## src/rtl/jtag_tap_pkg.sv

```systemverilog
package jtag_tap_pkg;

    typedef enum logic [3:0] {
        ST_RESET, ST_IDLE,
        ST_SEL_DR, ST_CAP_DR, ST_SHF_DR, ST_EX1_DR, ST_PAU_DR, ST_EX2_DR, ST_UPD_DR,
        ST_SEL_IR, ST_CAP_IR, ST_SHF_IR, ST_EX1_IR, ST_PAU_IR, ST_EX2_IR, ST_UPD_IR
    } tap_state_e;

    localparam int IR_W = 4;

    localparam logic [IR_W-1:0] OP_EXTEST = 4'h0;
    localparam logic [IR_W-1:0] OP_IDCODE = 4'h1;
    localparam logic [IR_W-1:0] OP_SAMPLE = 4'h2;
    localparam logic [IR_W-1:0] OP_CRST   = 4'hC;
    localparam logic [IR_W-1:0] OP_BYPASS = 4'hF;

    localparam logic [IR_W-1:0] IR_CAPTURE = 4'b0001;

    typedef enum logic [1:0] {
        SEL_BYP, SEL_ID, SEL_BSR, SEL_CRST
    } dr_sel_e;

    typedef struct packed {
        dr_sel_e sel;
        logic    drive;
    } instr_dec_t;

    function automatic tap_state_e tap_next(input tap_state_e s, input logic tms);
        tap_state_e n;
        unique case (s)
            ST_RESET:  n = tms ? ST_RESET  : ST_IDLE;
            ST_IDLE:   n = tms ? ST_SEL_DR : ST_IDLE;
            ST_SEL_DR: n = tms ? ST_SEL_IR : ST_CAP_DR;
            ST_CAP_DR: n = tms ? ST_EX1_DR : ST_SHF_DR;
            ST_SHF_DR: n = tms ? ST_EX1_DR : ST_SHF_DR;
            ST_EX1_DR: n = tms ? ST_UPD_DR : ST_PAU_DR;
            ST_PAU_DR: n = tms ? ST_EX2_DR : ST_PAU_DR;
            ST_EX2_DR: n = tms ? ST_UPD_DR : ST_SHF_DR;
            ST_UPD_DR: n = tms ? ST_SEL_DR : ST_IDLE;
            ST_SEL_IR: n = tms ? ST_RESET  : ST_CAP_IR;
            ST_CAP_IR: n = tms ? ST_EX1_IR : ST_SHF_IR;
            ST_SHF_IR: n = tms ? ST_EX1_IR : ST_SHF_IR;
            ST_EX1_IR: n = tms ? ST_UPD_IR : ST_PAU_IR;
            ST_PAU_IR: n = tms ? ST_EX2_IR : ST_PAU_IR;
            ST_EX2_IR: n = tms ? ST_UPD_IR : ST_SHF_IR;
            ST_UPD_IR: n = tms ? ST_SEL_DR : ST_IDLE;
            default:   n = ST_RESET;
        endcase
        return n;
    endfunction

    function automatic instr_dec_t decode_op(input logic [IR_W-1:0] op);
        instr_dec_t d;
        d.drive = 1'b0;
        unique case (op)
            OP_EXTEST: begin d.sel = SEL_BSR; d.drive = 1'b1; end
            OP_IDCODE: d.sel = SEL_ID;
            OP_SAMPLE: d.sel = SEL_BSR;
            OP_CRST:   d.sel = SEL_CRST;
            default:   d.sel = SEL_BYP;
        endcase
        return d;
    endfunction

endpackage

```

## src/rtl/tap_fsm.sv

```systemverilog
module tap_fsm
    import jtag_tap_pkg::*;
(
    input  logic       tck,
    input  logic       rst,
    input  logic       tms,
    output tap_state_e state
);

    always_ff @(posedge tck) begin
        if (rst) begin
            state <= ST_RESET;
        end else begin
            state <= tap_next(state, tms);
        end
    end

endmodule

```

## src/rtl/tap_ir.sv

```systemverilog
module tap_ir
    import jtag_tap_pkg::*;
(
    input  logic            tck,
    input  logic            tdi,
    input  tap_state_e      state,
    output logic [IR_W-1:0] ir_q,
    output logic            so,
    output instr_dec_t      dec
);

    logic [IR_W-1:0] sh_q;

    always_ff @(posedge tck) begin
        if (state == ST_CAP_IR) begin
            sh_q <= IR_CAPTURE;
        end else if (state == ST_SHF_IR) begin
            sh_q <= {tdi, sh_q[IR_W-1:1]};
        end
    end

    always_ff @(negedge tck) begin
        if (state == ST_RESET) begin
            ir_q <= OP_IDCODE;
        end else if (state == ST_UPD_IR) begin
            ir_q <= sh_q;
        end
    end

    assign so  = sh_q[0];
    assign dec = decode_op(ir_q);

endmodule

```

## src/rtl/tap_aux_regs.sv

```systemverilog
module tap_aux_regs
    import jtag_tap_pkg::*;
#(
    parameter int          ID_W   = 32,
    parameter logic [31:0] ID_VAL = 32'h4A7E_1035
) (
    input  logic       tck,
    input  logic       tdi,
    input  tap_state_e state,
    input  dr_sel_e    sel,
    output logic       byp_so,
    output logic       id_so,
    output logic       crst_so,
    output logic       crst_q
);

    localparam logic [ID_W-1:0] ID_CAP = ID_VAL[ID_W-1:0] | {{(ID_W-1){1'b0}}, 1'b1};

    logic            byp_q;
    logic [ID_W-1:0] id_q;
    logic            crst_sh;

    always_ff @(posedge tck) begin
        if (state == ST_CAP_DR) begin
            unique case (sel)
                SEL_BYP:  byp_q   <= 1'b0;
                SEL_ID:   id_q    <= ID_CAP;
                SEL_CRST: crst_sh <= crst_q;
                default:  ;
            endcase
        end else if (state == ST_SHF_DR) begin
            unique case (sel)
                SEL_BYP:  byp_q   <= tdi;
                SEL_ID:   id_q    <= {tdi, id_q[ID_W-1:1]};
                SEL_CRST: crst_sh <= tdi;
                default:  ;
            endcase
        end
    end

    always_ff @(negedge tck) begin
        if (state == ST_RESET) begin
            crst_q <= 1'b0;
        end else if (state == ST_UPD_DR && sel == SEL_CRST) begin
            crst_q <= crst_sh;
        end
    end

    assign byp_so  = byp_q;
    assign id_so   = id_q[0];
    assign crst_so = crst_sh;

endmodule

```

## src/rtl/tap_bsr.sv

```systemverilog
module tap_bsr
    import jtag_tap_pkg::*;
#(
    parameter int N = 8
) (
    input  logic         tck,
    input  logic         tdi,
    input  tap_state_e   state,
    input  logic         sel,
    input  logic [N-1:0] pins_in,
    output logic         so,
    output logic [N-1:0] upd_q
);

    logic [N-1:0] cap_q;

    for (genvar i = 0; i < N; i++) begin : g_cell
        logic nxt;
        logic cap_c;
        logic upd_c;

        if (i == N-1) begin : g_head
            assign nxt = tdi;
        end else begin : g_link
            assign nxt = cap_q[i+1];
        end

        always_ff @(posedge tck) begin
            if (sel && state == ST_CAP_DR) begin
                cap_c <= pins_in[i];
            end else if (sel && state == ST_SHF_DR) begin
                cap_c <= nxt;
            end
        end

        always_ff @(negedge tck) begin
            if (state == ST_RESET) begin
                upd_c <= 1'b0;
            end else if (sel && state == ST_UPD_DR) begin
                upd_c <= cap_c;
            end
        end

        assign cap_q[i] = cap_c;
        assign upd_q[i] = upd_c;
    end

    assign so = cap_q[0];

endmodule

```

## src/rtl/jtag_tap_top.sv

```systemverilog
module jtag_tap_top
    import jtag_tap_pkg::*;
#(
    parameter int          BSR_LEN = 8,
    parameter int          ID_W    = 32,
    parameter logic [31:0] ID_VAL  = 32'h4A7E_1035
) (
    input  logic               tck,
    input  logic               trst,
    input  logic               tms,
    input  logic               tdi,
    input  logic               fuse_en,
    input  logic               jtag_dis,
    input  logic               pin_rst_n,
    input  logic [BSR_LEN-1:0] pins_in,
    output logic               tdo,
    output logic               tdo_oe,
    output logic [BSR_LEN-1:0] bnd_val,
    output logic               bnd_sel,
    output logic               core_rst
);

    tap_state_e      state;
    logic [IR_W-1:0] ir;
    instr_dec_t      dec;
    logic            port_on;
    logic            rst_eff;
    logic            ir_so;
    logic            bsr_so;
    logic            byp_so;
    logic            id_so;
    logic            crst_so;
    logic            crst_q;
    logic            dr_so;
    logic            tdo_q;
    logic            oe_q;

    assign port_on = fuse_en & ~jtag_dis;
    assign rst_eff = trst | ~port_on;

    tap_fsm u_fsm (
        .tck   (tck),
        .rst   (rst_eff),
        .tms   (tms),
        .state (state)
    );

    tap_ir u_ir (
        .tck   (tck),
        .tdi   (tdi),
        .state (state),
        .ir_q  (ir),
        .so    (ir_so),
        .dec   (dec)
    );

    tap_aux_regs #(
        .ID_W   (ID_W),
        .ID_VAL (ID_VAL)
    ) u_aux (
        .tck     (tck),
        .tdi     (tdi),
        .state   (state),
        .sel     (dec.sel),
        .byp_so  (byp_so),
        .id_so   (id_so),
        .crst_so (crst_so),
        .crst_q  (crst_q)
    );

    tap_bsr #(
        .N (BSR_LEN)
    ) u_bsr (
        .tck     (tck),
        .tdi     (tdi),
        .state   (state),
        .sel     (dec.sel == SEL_BSR),
        .pins_in (pins_in),
        .so      (bsr_so),
        .upd_q   (bnd_val)
    );

    always_comb begin
        unique case (dec.sel)
            SEL_ID:   dr_so = id_so;
            SEL_BSR:  dr_so = bsr_so;
            SEL_CRST: dr_so = crst_so;
            default:  dr_so = byp_so;
        endcase
    end

    always_ff @(negedge tck) begin
        if (state == ST_SHF_IR) begin
            tdo_q <= ir_so;
            oe_q  <= 1'b1;
        end else if (state == ST_SHF_DR) begin
            tdo_q <= dr_so;
            oe_q  <= 1'b1;
        end else begin
            oe_q  <= 1'b0;
        end
    end

    assign tdo      = tdo_q;
    assign tdo_oe   = oe_q;
    assign bnd_sel  = dec.drive;
    assign core_rst = crst_q | ~pin_rst_n;

endmodule

```

## config.mk

```make
export PLATFORM = sky130hd
export DESIGN_NAME = jtag_tap_top
export DESIGN_NICKNAME = d
export VERILOG_FILES = /design/src/rtl/jtag_tap_pkg.sv /design/src/rtl/tap_fsm.sv /design/src/rtl/tap_ir.sv /design/src/rtl/tap_aux_regs.sv /design/src/rtl/tap_bsr.sv /design/src/rtl/jtag_tap_top.sv
export SDC_FILE = /design/constraint.sdc
export NUM_CORES = 1
export LEC_CHECK = 0
export ABC_AREA = 1
export BUFFER_PORTS_ARGS = -buffer_cell sky130_fd_sc_hd__buf_2
export CAP_MARGIN = 15
export CORE_MARGIN = 5
export CORE_UTILIZATION = 41
export DETAILED_ROUTE_END_ITERATION = 8
export PLACE_DENSITY_LB_ADDON = 0.08
export SKIP_CTS_REPAIR_TIMING = 1
export SYNTH_ARGS = -nofsm -noshare
export SYNTH_HDL_FRONTEND = slang
export SYNTH_SLANG_ARGS = --single-unit
```

## constraint.sdc

```tcl
create_clock -name tck -period 4 [get_ports tck]
set_clock_uncertainty 0.15 [all_clocks]
set_input_delay 0 -clock tck [delete_from_list [all_inputs] [get_ports tck]]
set_output_delay 0 -clock tck [all_outputs]
set_load 0.05 [all_outputs]
```

Word level (Yosys, flattened, before mapping)

Index checks and enable logic that the tools add are counted.

Bits in registers: 65
Logic and storage cells: 116

Equality and inequality tests: 21
Mux-type cells: 47
Bitwise operators: 6
Reduce and logical (&&, ||, !) cells: 17

Operators with widths:

| kind                                                                  | count |
|---|---|
| 32-bit two-way mux                                                    | 4 |
| 4-bit case mux with 12 select lines                                   | 1 |
| 4-bit equality test, second input constant                            | 9 |
| 1-bit two-way mux                                                     | 31 |
| 4-bit by 3-bit equality test with 1-bit output, second input constant | 4 |
| 4-bit two-way mux                                                     | 4 |
| 4-bit by 2-bit equality test with 1-bit output, second input constant | 3 |
| 4-bit by 1-bit equality test with 1-bit output, second input constant | 2 |
| 4-bit zero test                                                       | 2 |
| 2-bit two-way mux                                                     | 3 |
| 3-bit two-way mux                                                     | 2 |
| 2-bit case mux with 3 select lines                                    | 1 |
| 2-bit AND reduction                                                   | 3 |
| 2-bit nonzero test                                                    | 3 |
| 2-bit OR reduction                                                    | 3 |
| 2-bit equality test, second input constant                            | 2 |
| 1-bit logical AND                                                     | 4 |
| 1-bit inverter                                                        | 3 |
| 1-bit case mux with 3 select lines                                    | 1 |
| 3-bit OR reduction                                                    | 1 |
| 2-bit by 1-bit equality test with 1-bit output, second input constant | 1 |
| 2-bit zero test                                                       | 1 |
| 1-bit bitwise OR                                                      | 2 |
| 1-bit bitwise AND                                                     | 1 |

Longest topological paths before layout

Gate-level depths: netlist (run 1).

Word-level depth: 7
Mapped depth: 9

Cells and area by module

A second synthesis (run 1) with hierarchy kept.

Cell total of the unflattened synthesis: 376
Area total of the unflattened synthesis: 3250.6 um^2

Modules (own cells, without submodules):

| module       | instances | cells each | area an instance (um^2) |
|---|---|---|---|
| tap_aux_regs | 1         | 118        | 1431.4 |
| tap_bsr      | 1         | 102        | 858.3 |
| tap_ir       | 1         | 65         | 411.6 |
| tap_fsm      | 1         | 64         | 391.6 |
| jtag_tap_top | 1         | 27         | 157.7 |

==> results.txt, run 1 <==
The clock drives 65 sinks. The number of antenna diodes in the final layout is 0. CTS placed an instance of sky130_fd_sc_hd__clkbuf_8 at the clock tree root. The count of max-cap constraint violations was 0; the die area was 8644 um2.

The area fraction of the dominant cell type after synthesis was 45.74%. For this run, design rule violations remaining after detail routing come to 0. For the arrival time at the worst endpoint, the log shows 3.46 ns. The share of the core filled with cells in the final layout is 50.70%.

After synthesis, the mean cell area works out to 9.378 um2. The via count of the first global-routing pass is 1,841. Detailed placement finished with a half-perimeter wire length of 3.521 mm.

TritonCTS built the clock tree. At the worst endpoint, the required time is 3.88 ns. For the total via count after detailed routing, the log shows 2,070.

The number of clock buffers added by TritonCTS is 9. In the final routed layout, each cell accounts on average for 12.13 um. Global routing finished with a remaining overflow of 0. The number of cells in the finished layout apart from fillers was 440; the peak supply drop was 0.0002701 V. At the placement stage, the worst setup path has a slack of 0.4530 ns. In this run the remaining antenna-violating nets after routing total 0. The number of input and output port buffers inserted works out to 26. The worst setup path is of the flip-flop to flip-flop kind. Setup violations remaining at the end of the flow were counted as 0. The final-layout worst hold slack is -0.03873 ns. The run gives 0.4234 ns as the setup slack of the critical path after layout. The total global routing track utilization came out at 12.65%. Worst min-delay path class: primary input to flip-flop. The logs give 2 for the total count of hold-check failures in the final report and 316 for the net count after synthesis. In this run the worst path has a maximum fanout of 32. After routing, the total negative slack on setup checks comes to 0 ns.

Power spread over the standard cell area amounts to 429.0 nW/um2. Entering global routing, the biggest net connects 41 pins. For this run, the number of Yosys warnings is 0. The floorplan step defined a core boundary enclosing 6756 um2. For the worst-skew pair, the clock arrives at the later sink with an insertion delay of 0.37 ns. For the global-route wire length before repair, the log shows 8.418 mm. Using the TritonRoute via totals, the vias-per-cell ratio works out to 4.705. For this block, the initial DRC count from the detailed router was 98. Endpoint kind of the worst setup timing path: a flip-flop. 27 I/O pins were placed. The row count was 30; the deepest clock path buffer count was 2.

The final max-slew violation count is 0. The area added between synthesis and finish is 21.37%. For the aggregate routed wire length, the log shows 5.339 mm.

The biggest area consumer among synthesized cells was sky130_fd_sc_hd__edfxtp_1. Synthesis handed over a netlist of 301 instances. The final reports fail on hold timing. The width of the die came out at 92.98 um.

At the pin with the least slew margin, the transition time is 0.5826 ns. The floorplan step set the die height to 92.98 um. The H-tree generated during clock tree synthesis spans 3 levels. The part of the Yosys area used for sequential elements was 61.35%; the total placed instance area was 2985 um2. The fraction of final layout cells with drive strength greater than 1 is 20.28%, and the count of cell types in the netlist is 25.

The flow ran to the end, but the final reports show violations. The logs give 61.11% for the worst-case headroom to the max-slew limit and 4 for the detailed-router iteration count before antenna repair. After routing the design area is 3426 um2.

The initial antenna violation count is 0. The run gives 1.604 nW as the leakage power of the design. After synthesis, the cell types taking the most area are sky130_fd_sc_hd__edfxtp_1, sky130_fd_sc_hd__dfxtp_1, sky130_fd_sc_hd__nand2_1, sky130_fd_sc_hd__nor2_1, sky130_fd_sc_hd__inv_1. Clock-pin slew was measured on the worst setup and hold paths at 0.07 ns.

Counting flops and latches in the post-synthesis netlist gives 65. After detailed placement, the design holds a cell count of 396. Setup repair after global routing left no endpoint under its margin. STA classifies the critical path startpoint as a flip-flop.

The net total in the final layout was 370. The initial utilization of the core area, before any placement, comes to 41.78%. The combined area of all synthesized cells was 2823 um2; the placer's final routability congestion estimate was 0.8579.
[where the power goes]
group          leakage, nW  internal (mW)  switching [mW]  total (mW)
clock network        0.203          0.444           0.288       0.732
logic                0.837         0.0157          0.0123      0.0279
registers            0.564          0.709        0.000546       0.709
[worst max-delay path, cell delays in order (launching register included)]
cell and delay, ns:
sky130_fd_sc_hd__dfxtp_1 0.33, sky130_fd_sc_hd__nor2_2 0.17, sky130_fd_sc_hd__nand3_1 0.20, sky130_fd_sc_hd__nor2_4 0.18, sky130_fd_sc_hd__buf_12 0.21
[cells in the mapped netlist (all sizes together)]
cell type	n
edfxtp	43
o21ai	14
a21oi	10
inv	44
o22ai	2
nor2	56
nand4	3
buf	13
o211ai	1
nand3	16
nand2	57
o21bai	1
or2	14
nand3b	2
dfxtp	22
a31oi	1
o22a	1
nor3	1
[state kept, by name, summed over array words and instances, names as in the netlist, 4 cells and up]
register            count
u_aux.id_q             32
u_bsr.g_cell.nxt        7
u_bsr.g_cell.upd_c      8
u_fsm.state             4
u_ir.ir_q               4
u_ir.sh_q               4
[worst paths after layout]
path / slack, ns / to / startpoint / cells after the start
min: -0.04 / u_fsm.state[0]$_SDFF_PP0_ / trst / 6
min reg2reg: 0.31 / u_bsr.g_cell[0].upd_c$_SDFFE_NN0P_ / u_bsr.g_cell[0].upd_c$_SDFFE_NN0P_ / 2
max reg2reg: 0.42 / u_aux.id_q[26]$_SDFFCE_PP0P_ / u_ir.ir_q[2]$_SDFFE_NN0N_ / 4
max: 0.42 / u_aux.id_q[26]$_SDFFCE_PP0P_ / u_ir.ir_q[2]$_SDFFE_NN0N_ / 4
[cells in the final DEF, fill, tap and decap left out, types with 2 or more instances in the layout]
master,instances
sky130_fd_sc_hd__a21oi_1,10
sky130_fd_sc_hd__buf_2,26
sky130_fd_sc_hd__bufinv_16,2
sky130_fd_sc_hd__clkbuf_16,2
sky130_fd_sc_hd__clkbuf_8,9
sky130_fd_sc_hd__dfxtp_1,22
sky130_fd_sc_hd__dlygate4sd3_1,14
sky130_fd_sc_hd__edfxtp_1,43
sky130_fd_sc_hd__inv_1,53
sky130_fd_sc_hd__inv_2,5
sky130_fd_sc_hd__nand2_1,52
sky130_fd_sc_hd__nand2_2,5
sky130_fd_sc_hd__nand3_1,16
sky130_fd_sc_hd__nand3b_1,2
sky130_fd_sc_hd__nand4_1,3
sky130_fd_sc_hd__nor2_1,50
sky130_fd_sc_hd__nor2_2,4
sky130_fd_sc_hd__nor2_4,2
sky130_fd_sc_hd__o21ai_0,13
sky130_fd_sc_hd__o22ai_1,2
sky130_fd_sc_hd__or2_2,14
[cells by family after synthesis]
logic type | count (synthesis) | share of synthesized area [%]
and+or+nand+nor | 149 | 23.40
buffers and inverters | 57 | 9.486
AOI/OAI and AO/OA | 30 | 5.763
DFF | 65 | 61.35
[routing by layer]
layer	wire (um)	up-vias	track usage, %
li1	-	1065	-
met1	2552	958	16.57
met2	2462	37	18.30
met3	212	10	3.298
met4	112	0	8.547
met5	0	-	0
[cell type report]
class / instances / area [um2]
clock buffers: 12 / 177.7
repair buffers: 42 / 297.8
clock inverters: 19 / 126.4
flip-flops and latches: 65 / 1732
fillers: 653 / 3331
multi-input cells: 179 / 830.8
well taps: 80 / 100.1
inverters: 43 / 161.4
[through the flow]
stage          power, mW  hold slack, ns
2_1_floorplan     0.7562         0.02342
3_3_place_gp      0.7662          0.1605
3_5_place_dp      0.7662          0.1595
4_1_cts            1.481         -0.2037
5_1_grt            1.536         0.01447
6_report           1.470        -0.03873
Power figures use the tool's default switching activity.
==> run 2, diff against run 1 <==
Settings changed: BUFFER_PORTS_ARGS -buffer_cell sky130_fd_sc_hd__buf_2 to -buffer_cell sky130_fd_sc_hd__buf_4, CTS_BUF_LIST set to sky130_fd_sc_hd__clkbuf_8.
==> run 2 against run 1 <==
Effect of this change:
- the flow still finishes with violations (hold timing)
- critical path depth grew 2
- first-iteration DRC count down 16%
- cell count unchanged
- largest power group is now sequential cells
- critical endpoint is now u_bsr.g_cell[6].nxt$_DFFE_PP_
- sequential power about the same
- worst setup slack got worse by 0.031 ns
- global-route usage grew 0.36 points
- utilization grew 0.56 points
- non-clock buffer count unchanged
==> results.txt, run 2 (synthesized netlist as in run 1, its figures left out) <==
The run finished, with violations left. The checks that failed: hold timing. The sum of buffers and inverters on the critical path came out at 1. The total placed cells including tap cells came out at 396. The cell sitting at the root of the clock tree is a sky130_fd_sc_hd__clkbuf_8.

The routed layout has 2,042 vias. The signal on the critical path passes through nor2_2 > nand2_2 > inv_2 > nand2_2 > nor2_1 > a21oi_1. The arrival time at the worst endpoint was 3.55 ns. The final max-slew violation count is 0, and the total global routing track utilization is 13.01%. For the leftover overflow at the end of global routing, the log shows 0. The floorplan step defined a die boundary enclosing 8644 um2. The multi-input combinational cells in the finished layout cover a total of 830.8 um2.

Area added between synthesis and finish: 22.69%. The floorplan has 30 rows. Buffers placed on the I/O ports in this run total 26.

The startpoint identified for the worst register-to-register timing path is u_ir.ir_q[2]$_SDFFE_NN0N_. The tools report the number of diodes added for antenna fixing as 0. The depth of the most critical reg-to-reg path is 6. The logs give 0 for the remaining antenna violation count and 0 for the total setup violations reported at the end of the flow. The floorplan step set the die height to 92.98 um. Via count of the first global-routing pass: 1,871.

The die is 92.98 um wide. The global-route wire length before repair came out at 8.742 mm. The maximum cell stage delay along the critical path works out to 0.33 ns. The tools report the core area as 6756 um2.

For the number of cells in the finished layout apart from fillers, the log shows 440. The critical path in this run is classified as flip-flop to flip-flop. For this run, the post-layout net count is 370. For the post-placement worst setup slack, the log shows 0.4148 ns. The most critical setup path has its endpoint at u_bsr.g_cell[6].nxt$_DFFE_PP_. The effective utilization at floorplan is 41.78%.

The tools report the setup slack of the critical path after layout as 0.3923 ns. The pin count of the biggest net entering global routing is 41, and the HPWL after detailed placement is 3.544 mm. The cell count along the critical path is 6, and the final sum of negative setup slack is 0 ns. The total CTS buffers was 9.

The cell repeated most along the worst path is sky130_fd_sc_hd__nand2_2. Setup repair after global routing left no endpoint under its margin. For the required time of the critical path, the log shows 3.94 ns. After clock tree synthesis, the clock-pin slew on the worst setup and hold paths is 0.07 ns. For this block, the routed nets add up to 5.335 mm of wire. On the critical path, the stage with the largest delay is an instance of sky130_fd_sc_hd__dfxtp_1. Counting flops per register, the top entry is u_aux.id_q.

The summed area of non-filler cells in the final layout is 3463 um2. In the layout the commonest cells are sky130_fd_sc_hd__inv_1, sky130_fd_sc_hd__nand2_1, sky130_fd_sc_hd__nor2_1. Across all register-to-register paths, the minimum setup slack is 0.39 ns.

The peak supply drop was 0.0003075 V. In this run the number of H-tree levels came out at 3. The worst setup path is launched from a flip-flop.

The min-delay analysis places its worst path in the category primary input to flip-flop. The tools report the placer's final routability congestion estimate as 0.8296. The number of flip-flops in the largest register was 32; the worst-case headroom to the max-slew limit was 58.94%. Tracing the worst setup path back leads to its startpoint at u_ir.ir_q[2]$_SDFFE_NN0N_.

The logs give 0.39 ns for the clock latency on the worst-skew pair and 655 for the count of filler cells inserted in the layout. For the pin with the worst max-slew slack, the measured transition is 0.6151 ns. The average vias per placed instance was 4.641. Among cell families on the critical path, the largest total delay comes from simple AND/OR/NAND/NOR gates. The fraction of final layout cells with drive strength greater than 1 came out at 20.28%. The commonest non-fill, non-tap cell in the layout is sky130_fd_sc_hd__inv_1. The detailed-router iteration count before antenna repair is 4, and the final-layout worst hold slack is -0.02003 ns. The initial antenna violation count was 0. Detailed-route DRC error count: 0. In the final routed layout, each cell accounts on average for 12.13 um. The leakage power of the design was 1.608 nW. The tools report the endpoint kind of the worst setup timing path as a flip-flop. TritonCTS built the clock tree.

The CTS sink count is 65, and the total placed instance area is 3050 um2. 27 I/O pins were placed. In the final layout, flip-flops and latches occupy 1732 um2. The clock passes through at most 2 buffers. The worst register-to-register path ends at u_bsr.g_cell[6].nxt$_DFFE_PP_.

The run gives 2 as the total count of hold-check failures in the final report. Of all nets on the critical path, the largest fanout is 9. The total power density per cell area is 411.3 nW/um2, and the count of max-cap constraint violations is 0.

The detailed router finished its first iteration with 82 violations.
run 2: worst register-to-register path: stages, from the launching register on:
cell,delay (ns)
sky130_fd_sc_hd__dfxtp_1,0.33
sky130_fd_sc_hd__nor2_2,0.17
sky130_fd_sc_hd__nand2_2,0.13
sky130_fd_sc_hd__inv_2,0.17
sky130_fd_sc_hd__nand2_2,0.15
sky130_fd_sc_hd__nor2_1,0.16
sky130_fd_sc_hd__a21oi_1,0.05
run 2: final cells by class:
class                   count  area share (%)
flip-flops and latches     65           50.00
well taps                  80           2.890
clock buffers               9           3.577
inverters                  43           4.660
repair buffers             42           10.48
multi-input cells         179           23.99
clock inverters            22           4.408
run 2: how the worst min path moves through the flow:
stage               startpoint                             to  slack (ns)  depth (start not counted)
floorplan                  tms      u_fsm.state[0]$_SDFF_PP0_        0.02                          3
global placement     pin_rst_n                       core_rst        0.15                          3
detailed placement   pin_rst_n                       core_rst        0.15                          3
CTS                 pins_in[4]  u_bsr.g_cell[3].nxt$_DFFE_PP_       -0.20                          3
global route           fuse_en      u_fsm.state[2]$_SDFF_PP0_       0.005                          5
finish                 fuse_en      u_fsm.state[2]$_SDFF_PP0_       -0.02                          5
run 2: per-stage QoR:
| step | hold WS, ns | power [mW] | utilization (%) |
|---|---|---|---|
| 2_1_floorplan | 0.02342 | 0.7562 | - |
| 3_3_place_gp | 0.1458 | 0.7703 | 45.15 |
| 3_5_place_dp | 0.1465 | 0.7706 | 45.15 |
| 4_1_cts | -0.1997 | 1.435 | 49.19 |
| 5_1_grt | 0.005033 | 1.489 | 51.26 |
| 6_report | -0.02003 | 1.425 | 51.26 |
run 2: report_power, final:
part	switching [mW]	total (mW)	internal, mW
sequential	0.000501	0.709	0.709
combinational	0.0128	0.0330	0.0202
clock	0.286	0.682	0.396
total	0.299	1.42	1.13
run 2: routing by layer:
layer	share of wire (%)	GRT usage [%]	wire [um]	up-vias
li1	-	-	-	1065
met1	47	16.98	2504	945
met2	47	19.62	2506	21
met3	3.6	4.586	193	11
met4	2.5	5.495	131	0
met5	0	0	0	-
==> run 3, diff against run 2 <==
Settings changed: GPL_TIMING_DRIVEN set to 0.
==> run 3 against run 2 <==
Effect of this change:
- the run still ends with hold timing left
- first-iteration DRC count increased by 41%
- largest cell class unchanged
- worst setup slack got worse by 0.28 ns
- non-clock buffer count increased by 10
- critical path type unchanged
- register-to-register slack got worse by 0.28 ns
- global-route usage decreased by 0.22 points
- critical path depth decreased by 3
- design area increased by 2.3%
==> results.txt, run 3 (synthesized netlist as in run 1, its figures left out) <==
Tracing the worst setup path back leads to its startpoint at u_ir.ir_q[2]$_SDFFE_NN0N_. The tools report the number of H-tree branching levels as 3. The worst register-to-register path ends at u_aux.id_q[2]$_SDFFCE_PP1P_.

The initial antenna violation count came out at 0. The transition at the pin with the smallest max-transition slack works out to 0.6487 ns. The detailed-route DRC error count came out at 0.

The average wire length per cell after detail routing came out at 11.98 um. The path type of the worst setup path was flip-flop to flip-flop. For the post-placement worst setup slack, the log shows -0.04110 ns.

The slack of the worst reg-to-reg path is 0.11 ns. The worst-case headroom to the max-slew limit was 56.60%; the count of filler cells inserted in the layout was 643. After detailed routing, the wire length on met1 is 2.700 mm.

Summing all multi-input logic gate instances after layout gives 842.1 um2. The total via count after detailed routing was 2,081; the number of placed I/O pins was 27. After the flow finishes, the layout carries non-filler instances totaling 451.

Routability-driven placement finished with a final weighted congestion of 0.8093. The area added between synthesis and finish is 25.49%, and the total placed instance area is 3126 um2. In the layout the commonest cells are sky130_fd_sc_hd__inv_1, sky130_fd_sc_hd__nand2_1, sky130_fd_sc_hd__nor2_1. The worst-case IR drop observed on VDD is 0.0002299 V. The die is 92.98 um wide. Ranked by flip-flop count, first place goes to u_aux.id_q.

The run gives 0 as the final max-slew violation count. The library cell used most frequently in the layout, excluding fill and tap cells, is sky130_fd_sc_hd__inv_1. The summed area of non-filler cells in the final layout was 3542 um2; the number of DRC violations after detailed-routing iteration 0 was 116. Fraction of final layout cells with drive strength greater than 1: 23.18%.

Clock-pin slew was measured on the worst setup and hold paths at 0.07 ns. The worst setup path is captured at a flip-flop. The die covers 8644 um2. Entering global routing, the biggest net connects 33 pins.

TritonCTS built the clock tree. For the detailed-router iteration count before antenna repair, the log shows 4. In this run the deepest clock path goes through 2 buffers. The overall die height is 92.98 um, and the average vias per placed instance is 4.614. The tool flagged a number of max-cap violations equal to 0. The final-layout worst hold slack is -0.02015 ns. The aggregate routed wire length came out at 5.402 mm.

The later pin in the worst-skew pair is clocked with a latency of 0.37 ns. The total met2 wirelength after detailed routing is 2.417 mm, and the total setup violations reported at the end of the flow is 0. Setup repair after global routing left no endpoint under its margin.

The checks that failed: hold timing. The tools report the net total in the final layout as 381. The tree built by TritonCTS fans out to 65 sinks.

The count of nets left with antenna violations once routing finished came out at 0. The first global-routing pass estimated 8.542 mm of wire. The tools report the leftover overflow at the end of global routing as 0. The number of placed instances, taps included, is 407.

For this design the static power due to leakage is 1.650 nW. After floorplanning, the core was divided into 30 placement rows. In this run the clock root is driven by a sky130_fd_sc_hd__clkbuf_8. The repair_antennas step left the layout with diodes totalling 0. For the via count of the first global-routing pass, the log shows 1,845. The destination of the critical timing path is u_aux.id_q[2]$_SDFFCE_PP1P_. For the worst setup path, the data required time is 3.82 ns. For this configuration, the core starts out at a cell density of 41.78%.

The run finished, with violations left. The worst min-delay path class is primary input to flip-flop. The tools report the setup slack of the critical path after layout as 0.1097 ns. The register with the most flip-flops in the layout has 32 of them. Measured in cells, the most critical reg-to-reg path has a length of 3. The total CTS buffers was 9. Along the worst path, the maximum fanout reaches 16. Total global routing track utilization: 12.79%. In this run the critical register-to-register path is launched from u_ir.ir_q[2]$_SDFFE_NN0N_.

The run gives 6756 um2 as the core area. Detailed placement ended at an HPWL of 3.568 mm. The detailed router used layers up to and including met4. Across the whole layout, storage elements account for 1732 um2. STA puts the critical path data arrival time at 3.71 ns. The tools report the total count of hold-check failures in the final report as 2. For this design the ratio of total power to cell area is 398.2 nW/um2. The element type at the critical path start was a flip-flop. In this run the tool buffered the top-level ports with 26 buffer cells.

The routed length on met3 came out at 184 um.
-- run 3: layout make-up --
| type | count | share of cell area, % |
|---|---|---|
| sequential | 65 | 48.89 |
| multi-input combinational | 180 | 23.77 |
| timing repair buffer | 39 | 9.184 |
| inverter | 43 | 4.557 |
| clock inverter | 21 | 3.992 |
| clock buffer | 10 | 3.886 |
| buffer | 13 | 2.896 |
| tap | 80 | 2.826 |
-- run 3: through the flow --
stage	total power, mW	util, %	setup TNS, ns
floorplan	0.7562	-	0
global placement	0.7703	46.26	-0.9769
detailed placement	0.7703	46.26	-1.287
CTS	1.418	50.33	-1.728
global route	1.476	52.43	0
finish	1.410	52.43	0
-- run 3: metal layers --
metal / vias up / global-route usage, %
met3: 8 / 3.298
met1: 957 / 17.97
met2: 25 / 17.46
li1: 1091 / -
met5: - / 0
met4: 0 / 7.937
-- run 3: worst min path at each step --
| stage | from | to | slack, ns | depth (start not counted) |
|---|---|---|---|---|
| CTS | pins_in[4] | u_bsr.g_cell[3].nxt$_DFFE_PP_ | -0.19 | 3 |
| detailed placement | pin_rst_n | core_rst | 0.15 | 3 |
| floorplan | tms | u_fsm.state[0]$_SDFF_PP0_ | 0.02 | 3 |
| finish | trst | u_fsm.state[2]$_SDFF_PP0_ | -0.02 | 6 |
| global route | fuse_en | u_fsm.state[2]$_SDFF_PP0_ | 0.009 | 5 |
| global placement | pin_rst_n | core_rst | 0.15 | 3 |
-- run 3: worst max-delay path, cell delays in order, from the launching register on --
cell                      delay [ns]
sky130_fd_sc_hd__dfxtp_1        0.33
sky130_fd_sc_hd__nor2_2         0.17
sky130_fd_sc_hd__nand3_1        0.31
sky130_fd_sc_hd__nor2_4         0.51
-- run 3: power by group --
part | leakage (nW) | switching (mW) | internal, mW
registers | 0.564 | 0.000586 | 0.709
logic | 0.905 | 0.0124 | 0.0193
clock network | 0.181 | 0.285 | 0.384
total | 1.65 | 0.298 | 1.11
